`config.mk`:
```
export PLATFORM = sky130hd
export DESIGN_NAME = baud_reload_timer
export DESIGN_NICKNAME = d
export VERILOG_FILES = /design/src/rtl/baud_tmr_pkg.sv /design/src/rtl/baud_edge_sync.sv /design/src/rtl/baud_pulse_div.sv /design/src/rtl/baud_reload_timer.sv
export SDC_FILE = /design/constraint.sdc
export NUM_CORES = 1
export LEC_CHECK = 0
export BUFFER_PORTS_ARGS = -buffer_cell sky130_fd_sc_hd__buf_2
export CELL_PAD_IN_SITES_DETAIL_PLACEMENT = 0
export CELL_PAD_IN_SITES_GLOBAL_PLACEMENT = 1
export CORE_UTILIZATION = 41
export CTS_BUF_LIST = sky130_fd_sc_hd__clkbuf_16
export DETAILED_ROUTE_END_ITERATION = 10
export PLACE_DENSITY_LB_ADDON = 0.1
export SLEW_MARGIN = 20
export SYNTH_ARGS = -nofsm -noshare
export SYNTH_HDL_FRONTEND = slang
export SYNTH_SLANG_ARGS = --single-unit
```
`constraint.sdc`:
```
create_clock -name clk -period 2.9 [get_ports clk]
set_clock_uncertainty 0.15 [all_clocks]
set_input_delay 0.145 -clock clk [delete_from_list [all_inputs] [get_ports clk]]
set_output_delay 0.145 -clock clk [all_outputs]
set_load 0.01 [all_outputs]
```
`src/rtl/baud_tmr_pkg.sv`:
```
package baud_tmr_pkg;
   typedef enum logic {
      SRC_ALT = 1'b0,
      SRC_OWN = 1'b1
   } clk_src_e;

   function automatic logic pick_src(input clk_src_e sel, input logic own_t, input logic alt_t);
      return (sel == SRC_OWN) ? own_t : alt_t;
   endfunction
endpackage

```
`src/rtl/baud_edge_sync.sv`:
```
module baud_edge_sync #(
   parameter int STAGES = 2
) (
   input  logic clk,
   input  logic rst_n,
   input  logic pin,
   output logic fall
);
   generate
      if (STAGES < 2) begin : g_bad
         $error("baud_edge_sync: STAGES must be at least 2");
      end
   endgenerate

   logic [STAGES-1:0] sync_r;
   logic              prev_r;

   always_ff @(posedge clk or negedge rst_n) begin
      if (!rst_n) begin
         sync_r <= '0;
         prev_r <= 1'b0;
      end else begin
         sync_r <= {sync_r[STAGES-2:0], pin};
         prev_r <= sync_r[STAGES-1];
      end
   end

   assign fall = prev_r & ~sync_r[STAGES-1];
endmodule

```
`src/rtl/baud_pulse_div.sv`:
```
module baud_pulse_div #(
   parameter int DIV = 16
) (
   input  logic clk,
   input  logic rst_n,
   input  logic in_pulse,
   output logic out_pulse
);
   generate
      if (DIV < 1) begin : g_bad
         $error("baud_pulse_div: DIV must be at least 1");
      end else if (DIV == 1) begin : g_pass
         always_ff @(posedge clk or negedge rst_n) begin
            if (!rst_n) out_pulse <= 1'b0;
            else        out_pulse <= in_pulse;
         end
      end else begin : g_cnt
         localparam int W = $clog2(DIV);
         logic [W-1:0] cnt_r;
         always_ff @(posedge clk or negedge rst_n) begin
            if (!rst_n) begin
               cnt_r     <= '0;
               out_pulse <= 1'b0;
            end else begin
               out_pulse <= 1'b0;
               if (in_pulse) begin
                  if (cnt_r == W'(DIV - 1)) begin
                     cnt_r     <= '0;
                     out_pulse <= 1'b1;
                  end else begin
                     cnt_r <= cnt_r + 1'b1;
                  end
               end
            end
         end
      end
   endgenerate
endmodule

```
`src/rtl/baud_reload_timer.sv`:
```
module baud_reload_timer
   import baud_tmr_pkg::*;
#(
   parameter int CNT_W       = 16,
   parameter int SYNC_STAGES = 2,
   parameter int BAUD_DIV    = 16,
   parameter int ALT_PREDIV  = 2
) (
   input  logic             clk,
   input  logic             rst_n,
   input  logic             run_en,
   input  logic             ext_count_sel,
   input  logic             rx_use_own,
   input  logic             tx_use_own,
   input  logic             alt_double,
   input  logic             trig_en,
   input  logic             count_pin,
   input  logic             trig_pin,
   input  logic             alt_ovf,
   input  logic             cnt_wr,
   input  logic [CNT_W-1:0] cnt_wdata,
   input  logic             rld_wr,
   input  logic [CNT_W-1:0] rld_wdata,
   input  logic             flag_clr,
   output logic [CNT_W-1:0] cnt_q,
   output logic [CNT_W-1:0] rld_q,
   output logic             ovf_pulse,
   output logic             ovf_flag,
   output logic             trig_flag,
   output logic             irq,
   output logic             rx_tick,
   output logic             tx_tick
);
   localparam logic [CNT_W-1:0] CNT_MAX = '1;

   generate
      if (CNT_W < 2) begin : g_bad_w
         $error("baud_reload_timer: CNT_W must be at least 2");
      end
   endgenerate

   logic cnt_fall, trig_fall;
   logic half_ph;
   logic adv, ovf_evt, baud_mode;
   logic own_tick, alt_pre, alt_half, alt_tick;

   baud_edge_sync #(.STAGES(SYNC_STAGES)) u_cnt_sync (
      .clk(clk), .rst_n(rst_n), .pin(count_pin), .fall(cnt_fall));

   baud_edge_sync #(.STAGES(SYNC_STAGES)) u_trig_sync (
      .clk(clk), .rst_n(rst_n), .pin(trig_pin), .fall(trig_fall));

   // half-rate phase, only running in internal mode
   always_ff @(posedge clk or negedge rst_n) begin
      if (!rst_n)                        half_ph <= 1'b0;
      else if (run_en && !ext_count_sel) half_ph <= ~half_ph;
      else                               half_ph <= 1'b0;
   end

   assign adv       = run_en && (ext_count_sel ? cnt_fall : half_ph);
   assign ovf_evt   = adv && (cnt_q == CNT_MAX) && !cnt_wr;
   assign baud_mode = rx_use_own || tx_use_own;

   always_ff @(posedge clk or negedge rst_n) begin
      if (!rst_n) begin
         cnt_q     <= '0;
         rld_q     <= '0;
         ovf_pulse <= 1'b0;
      end else begin
         ovf_pulse <= ovf_evt;
         if (rld_wr) rld_q <= rld_wdata;
         if (cnt_wr)       cnt_q <= cnt_wdata;
         else if (ovf_evt) cnt_q <= rld_q;
         else if (adv)     cnt_q <= cnt_q + 1'b1;
      end
   end

   always_ff @(posedge clk or negedge rst_n) begin
      if (!rst_n) begin
         ovf_flag  <= 1'b0;
         trig_flag <= 1'b0;
      end else begin
         if (ovf_evt && !baud_mode) ovf_flag <= 1'b1;
         else if (flag_clr)         ovf_flag <= 1'b0;
         if (trig_en && trig_fall)  trig_flag <= 1'b1;
         else if (flag_clr)         trig_flag <= 1'b0;
      end
   end

   assign irq = ovf_flag | trig_flag;

   baud_pulse_div #(.DIV(BAUD_DIV)) u_own_div (
      .clk(clk), .rst_n(rst_n), .in_pulse(ovf_pulse), .out_pulse(own_tick));

   baud_pulse_div #(.DIV(ALT_PREDIV)) u_alt_half (
      .clk(clk), .rst_n(rst_n), .in_pulse(alt_ovf), .out_pulse(alt_half));

   assign alt_pre = alt_double ? alt_ovf : alt_half;

   baud_pulse_div #(.DIV(BAUD_DIV)) u_alt_div (
      .clk(clk), .rst_n(rst_n), .in_pulse(alt_pre), .out_pulse(alt_tick));

   assign rx_tick = pick_src(clk_src_e'(rx_use_own), own_tick, alt_tick);
   assign tx_tick = pick_src(clk_src_e'(tx_use_own), own_tick, alt_tick);
endmodule

```
==> run summary <==
The final layout contains 419 nets. The average routed wire per standard cell is 15.3 µm. In this run, the number of DRC markers left after iteration 0 of detailed routing was 113. In the synthesized netlist the async set-or-reset flop fraction comes to 100%. Counting distinct cell types in the post-synthesis netlist gives 45. The logs give 2640 µm² for the synthesized cell area and 297 for the net count after synthesis.

TritonCTS built the clock tree. The tools report the number of nets with antenna violations after detailed routing as 0. The signal on the critical path passes through ha_1 -> nand3_1 -> nor2_1 -> nand3_2 -> o41ai_1 -> dlygate4sd3_1. The dominant synthesized flop cell was dfrtp_1. The final setup violation count was 0.

The synthesized-area fraction occupied by and/or/nand/nor cells was 15.5%; the measured slew at the worst slew-check pin was 0.595 ns. Before antenna repair, the detailed router went through 4 iterations. The die outline width was 82.3 µm; the initial standard-cell utilization of the core was 43.6%. The via count of the first global-routing pass was 2,271; the share of synthesized cell area in full adder, half adder and majority cells was 1.42%.

Layout cell share with drive strength beyond 1: 32.9%. Largest fanout on the critical path: 10. STA classifies the critical path startpoint as a flop. The instance area at placement was 3120 µm².

The synthesized netlist devotes 13.4% of its cell area to compound gates. Worst-case headroom to the max-slew limit: 60.3%. The slowest stage of the critical path belongs to the cell dlygate4sd3_1.

Yosys printed 0 warnings. The core area came out at 6060 µm². In this run the clock root is driven by a clkbuf_16. The worst setup path is captured at a flop. The buffer depth of the longest clock path came out at 2. In the routed design, unresolved DRC markers number 0. The run finished with clean final reports. The part of the cycle the worst path needs was 84.5%; the sum of negative setup slack was 0 ns.

Clock-pin slew was measured on the worst setup and hold paths at 0.07 ns. The area growth from synthesis to final layout was 38.9%. Dividing the synthesized area by the synthesized cell count gives 10.7 µm². Summed over all cells, the static leakage comes to 0.00171 µW.

The tightest min-delay check is of the primary input to flop type. The xor/xnor share of the synthesized area came out at 4.31%. After clock tree synthesis, the setup repair step added 0 buffers. The latest clock arrival within the worst-skew pair came out at 0.29 ns. The floorplan step set the die height to 82.3 µm. Entering global routing, the biggest net connects 35 pins. Static timing analysis puts the maximum clock frequency at 408 MHz. In this run the core area contains 28 standard-cell rows. Across every metal layer, demand over resource in global routing totals 21.7%. STA puts the critical path data arrival time at 2.54 ns.

Once layout is complete, the utilization of the core stands at 60.6%. Counting I/O delays and the setup requirement, the final critical path takes 2.45 ns. Max-cap violations in this run came to 0. After synthesis, the largest family of logic cells by area is simple AND/OR/NAND/NOR gates. The run gives 0 as the hold violation total from the final report.

The worst setup path is of the flop to flop kind. The worst-case IR drop observed on VDD is 0.470 mV. The largest stage delay on the critical path is 0.58 ns, and the number of top-level pins is 84. The max-slew violation total from the final report is 0, and the global placer's final weighted congestion is 0.774. For this block, the routed nets add up to 6.81 mm of wire. Multiplexer cells account for 10.8% of the synthesized area.

The H-tree depth is 2, and the area enclosed by the die boundary is 6770 µm². The number of clock sinks is 54, and the ratio of routed vias to standard cells is 5.19. The run gives 248 as the number of cells produced by synthesis. The first global-routing pass estimated 10.8 mm of wire. The tools report the initial antenna violation count as 0. Flip-flop and latch count after synthesis: 54. The count of inserted antenna diode cells came out at 0. The final design instance area without fill is 3670 µm². The number of buffers inserted by port buffering was 83; the total congestion overflow was 0. The data required time at the worst endpoint is 2.99 ns, and the count of flip-flops with a built-in enable after synthesis is 0.

The HPWL after detailed placement is 4.68 mm. The routed layout has 2,313 vias. The clock buffer count from CTS came out at 5.

Post-synthesis sequential area ratio: 51.1%. Setup repair after global routing left no endpoint under its margin. The power density of the placed cells was 516 nW/µm².
power by group:
part           total (µW)  internal, µW  switching [µW]
sequential            941           843            97.9
clock                 596           320             276
combinational         359           193             167
cells by family after synthesis:
family	count (synthesis)
simple gates	77
flops	54
compound gates	54
fa+ha+maj	3
buf+inv	21
mux	26
xor+xnor	13
final timing paths:
check                                      start  slack, ns                        to  depth (start not counted)
setup / recovery                        cnt_q[0]       0.45                  ovf_flag                          6
hold / removal                      cnt_wdata[0]       0.02                  cnt_q[0]                          4
setup reg to reg                        cnt_q[0]       0.45                  ovf_flag                          6
hold reg to reg            u_trig_sync.sync_r[0]       0.20     u_trig_sync.sync_r[1]                          0
max in group asynchronous                  rst_n       1.59                  cnt_q[6]                          3
min in group asynchronous                  rst_n       0.23  u_own_div.g_cnt.cnt_r[2]                          2
synth_stat cells (2+ instances only):
| cell | count | share of area, % |
|---|---|---|
| clkbuf_1 | 8 | 1.1 |
| mux2_2 | 20 | 8.5 |
| o21ai_0 | 13 | 2.5 |
| a221oi_2 | 2 | 1.1 |
| nand2_1 | 22 | 3.1 |
| nand4_1 | 6 | 1.4 |
| o31ai_1 | 2 | 0.57 |
| inv_1 | 9 | 1.3 |
| or2_2 | 2 | 0.47 |
| nor3_1 | 5 | 0.95 |
| nor3b_1 | 5 | 1.4 |
| nand3_1 | 11 | 2.1 |
| o21a_1 | 2 | 0.57 |
| buf_2 | 2 | 0.38 |
| xnor2_1 | 9 | 3.0 |
| o2111ai_1 | 3 | 0.99 |
| a21oi_1 | 16 | 3.0 |
| and2_1 | 2 | 0.47 |
| o21ai_1 | 3 | 0.57 |
| xor2_1 | 4 | 1.3 |
| nand2b_1 | 2 | 0.47 |
| dfrtp_1 | 54 | 51 |
| mux2i_1 | 6 | 2.3 |
| nor2_1 | 11 | 1.6 |
| and4_1 | 2 | 0.66 |
| a21o_1 | 2 | 0.57 |
| and3_1 | 3 | 0.71 |
| o211ai_1 | 3 | 0.85 |
| ha_1 | 3 | 1.4 |
cells in the final DEF (no fill, tap or decap), types with 3 or more instances in the layout:
cell type,synthesis,final
nand4_1,6,6
mux2_2,20,20
buf_4,1,3
mux2i_1,6,6
o2111ai_1,3,3
nor3b_1,5,5
a21oi_1,16,16
nor3_1,5,5
inv_1,9,9
dfrtp_1,54,54
buf_2,2,83
o211ai_1,3,3
and3_1,3,3
xnor2_1,9,9
ha_1,3,3
nand3_1,11,11
o21ai_0,13,13
nor2_1,11,11
xor2_1,4,4
nand2_1,22,22
o21ai_1,3,3
dlygate4sd3_1,0,41
clkbuf_16,0,5
state kept, by name, summed over array words and instances (netlist names):
register	count
rld_q	16
ovf_flag	1
u_own_div.out_pulse	1
u_cnt_sync.prev_r	1
trig_flag	1
u_alt_div.g_cnt.cnt_r	4
u_cnt_sync.sync_r	2
cnt_q	16
u_trig_sync.prev_r	1
u_trig_sync.sync_r	2
u_alt_half.out_pulse	1
u_own_div.g_cnt.cnt_r	4
u_alt_half.g_cnt.cnt_r	1
ovf_pulse	1
u_alt_div.out_pulse	1
half_ph	1
stage by stage:
step | hold WS [ns] | total power (µW) | setup slack [ns] | instances
after CTS | 0.0207 | 1910 | 0.469 | 446
after global routing | 0.0336 | 2010 | 0.266 | 446
after detailed placement | 0.0288 | 1270 | 0.884 | 397
final | 0.0193 | 1900 | 0.449 | 446
after global placement | 0.0353 | 1270 | 0.955 | 397
after floorplan | -0.301 | 1130 | 1.07 | 248
layer usage:
| layer | track usage (%) | wire (µm) | up-vias |
|---|---|---|---|
| met5 | 0 | 0 | - |
| met4 | 8.07 | 93 | 0 |
| met3 | 4.62 | 290 | 10 |
| li1 | - | - | 1133 |
| met1 | 28.3 | 3170 | 1107 |
| met2 | 35.3 | 3260 | 63 |
worst max-delay path, delay by kind of cell, from the launching register on:
family          cells  cell delay, ns
buf+inv             1            0.58
fa+ha+maj           1            0.21
flops               1            0.43
compound gates      1            0.37
simple gates        3            0.64
final cells by class:
class | instances | area [µm²]
clock buffers | 5 | 125
multi-input cells | 173 | 1200
flip-flops and latches | 54 | 1350
clock inverters | 3 | 21.3
repair buffers | 127 | 848
well taps | 75 | 93.8
inverters | 9 | 33.8
fillers | 542 | 2390
what timing repair did:
action,CTS,global route
hold buffers,41,0
resized for setup,0,0
endpoints found under the hold margin,63,0
No activity file was read; power rests on OpenSTA's default activity.
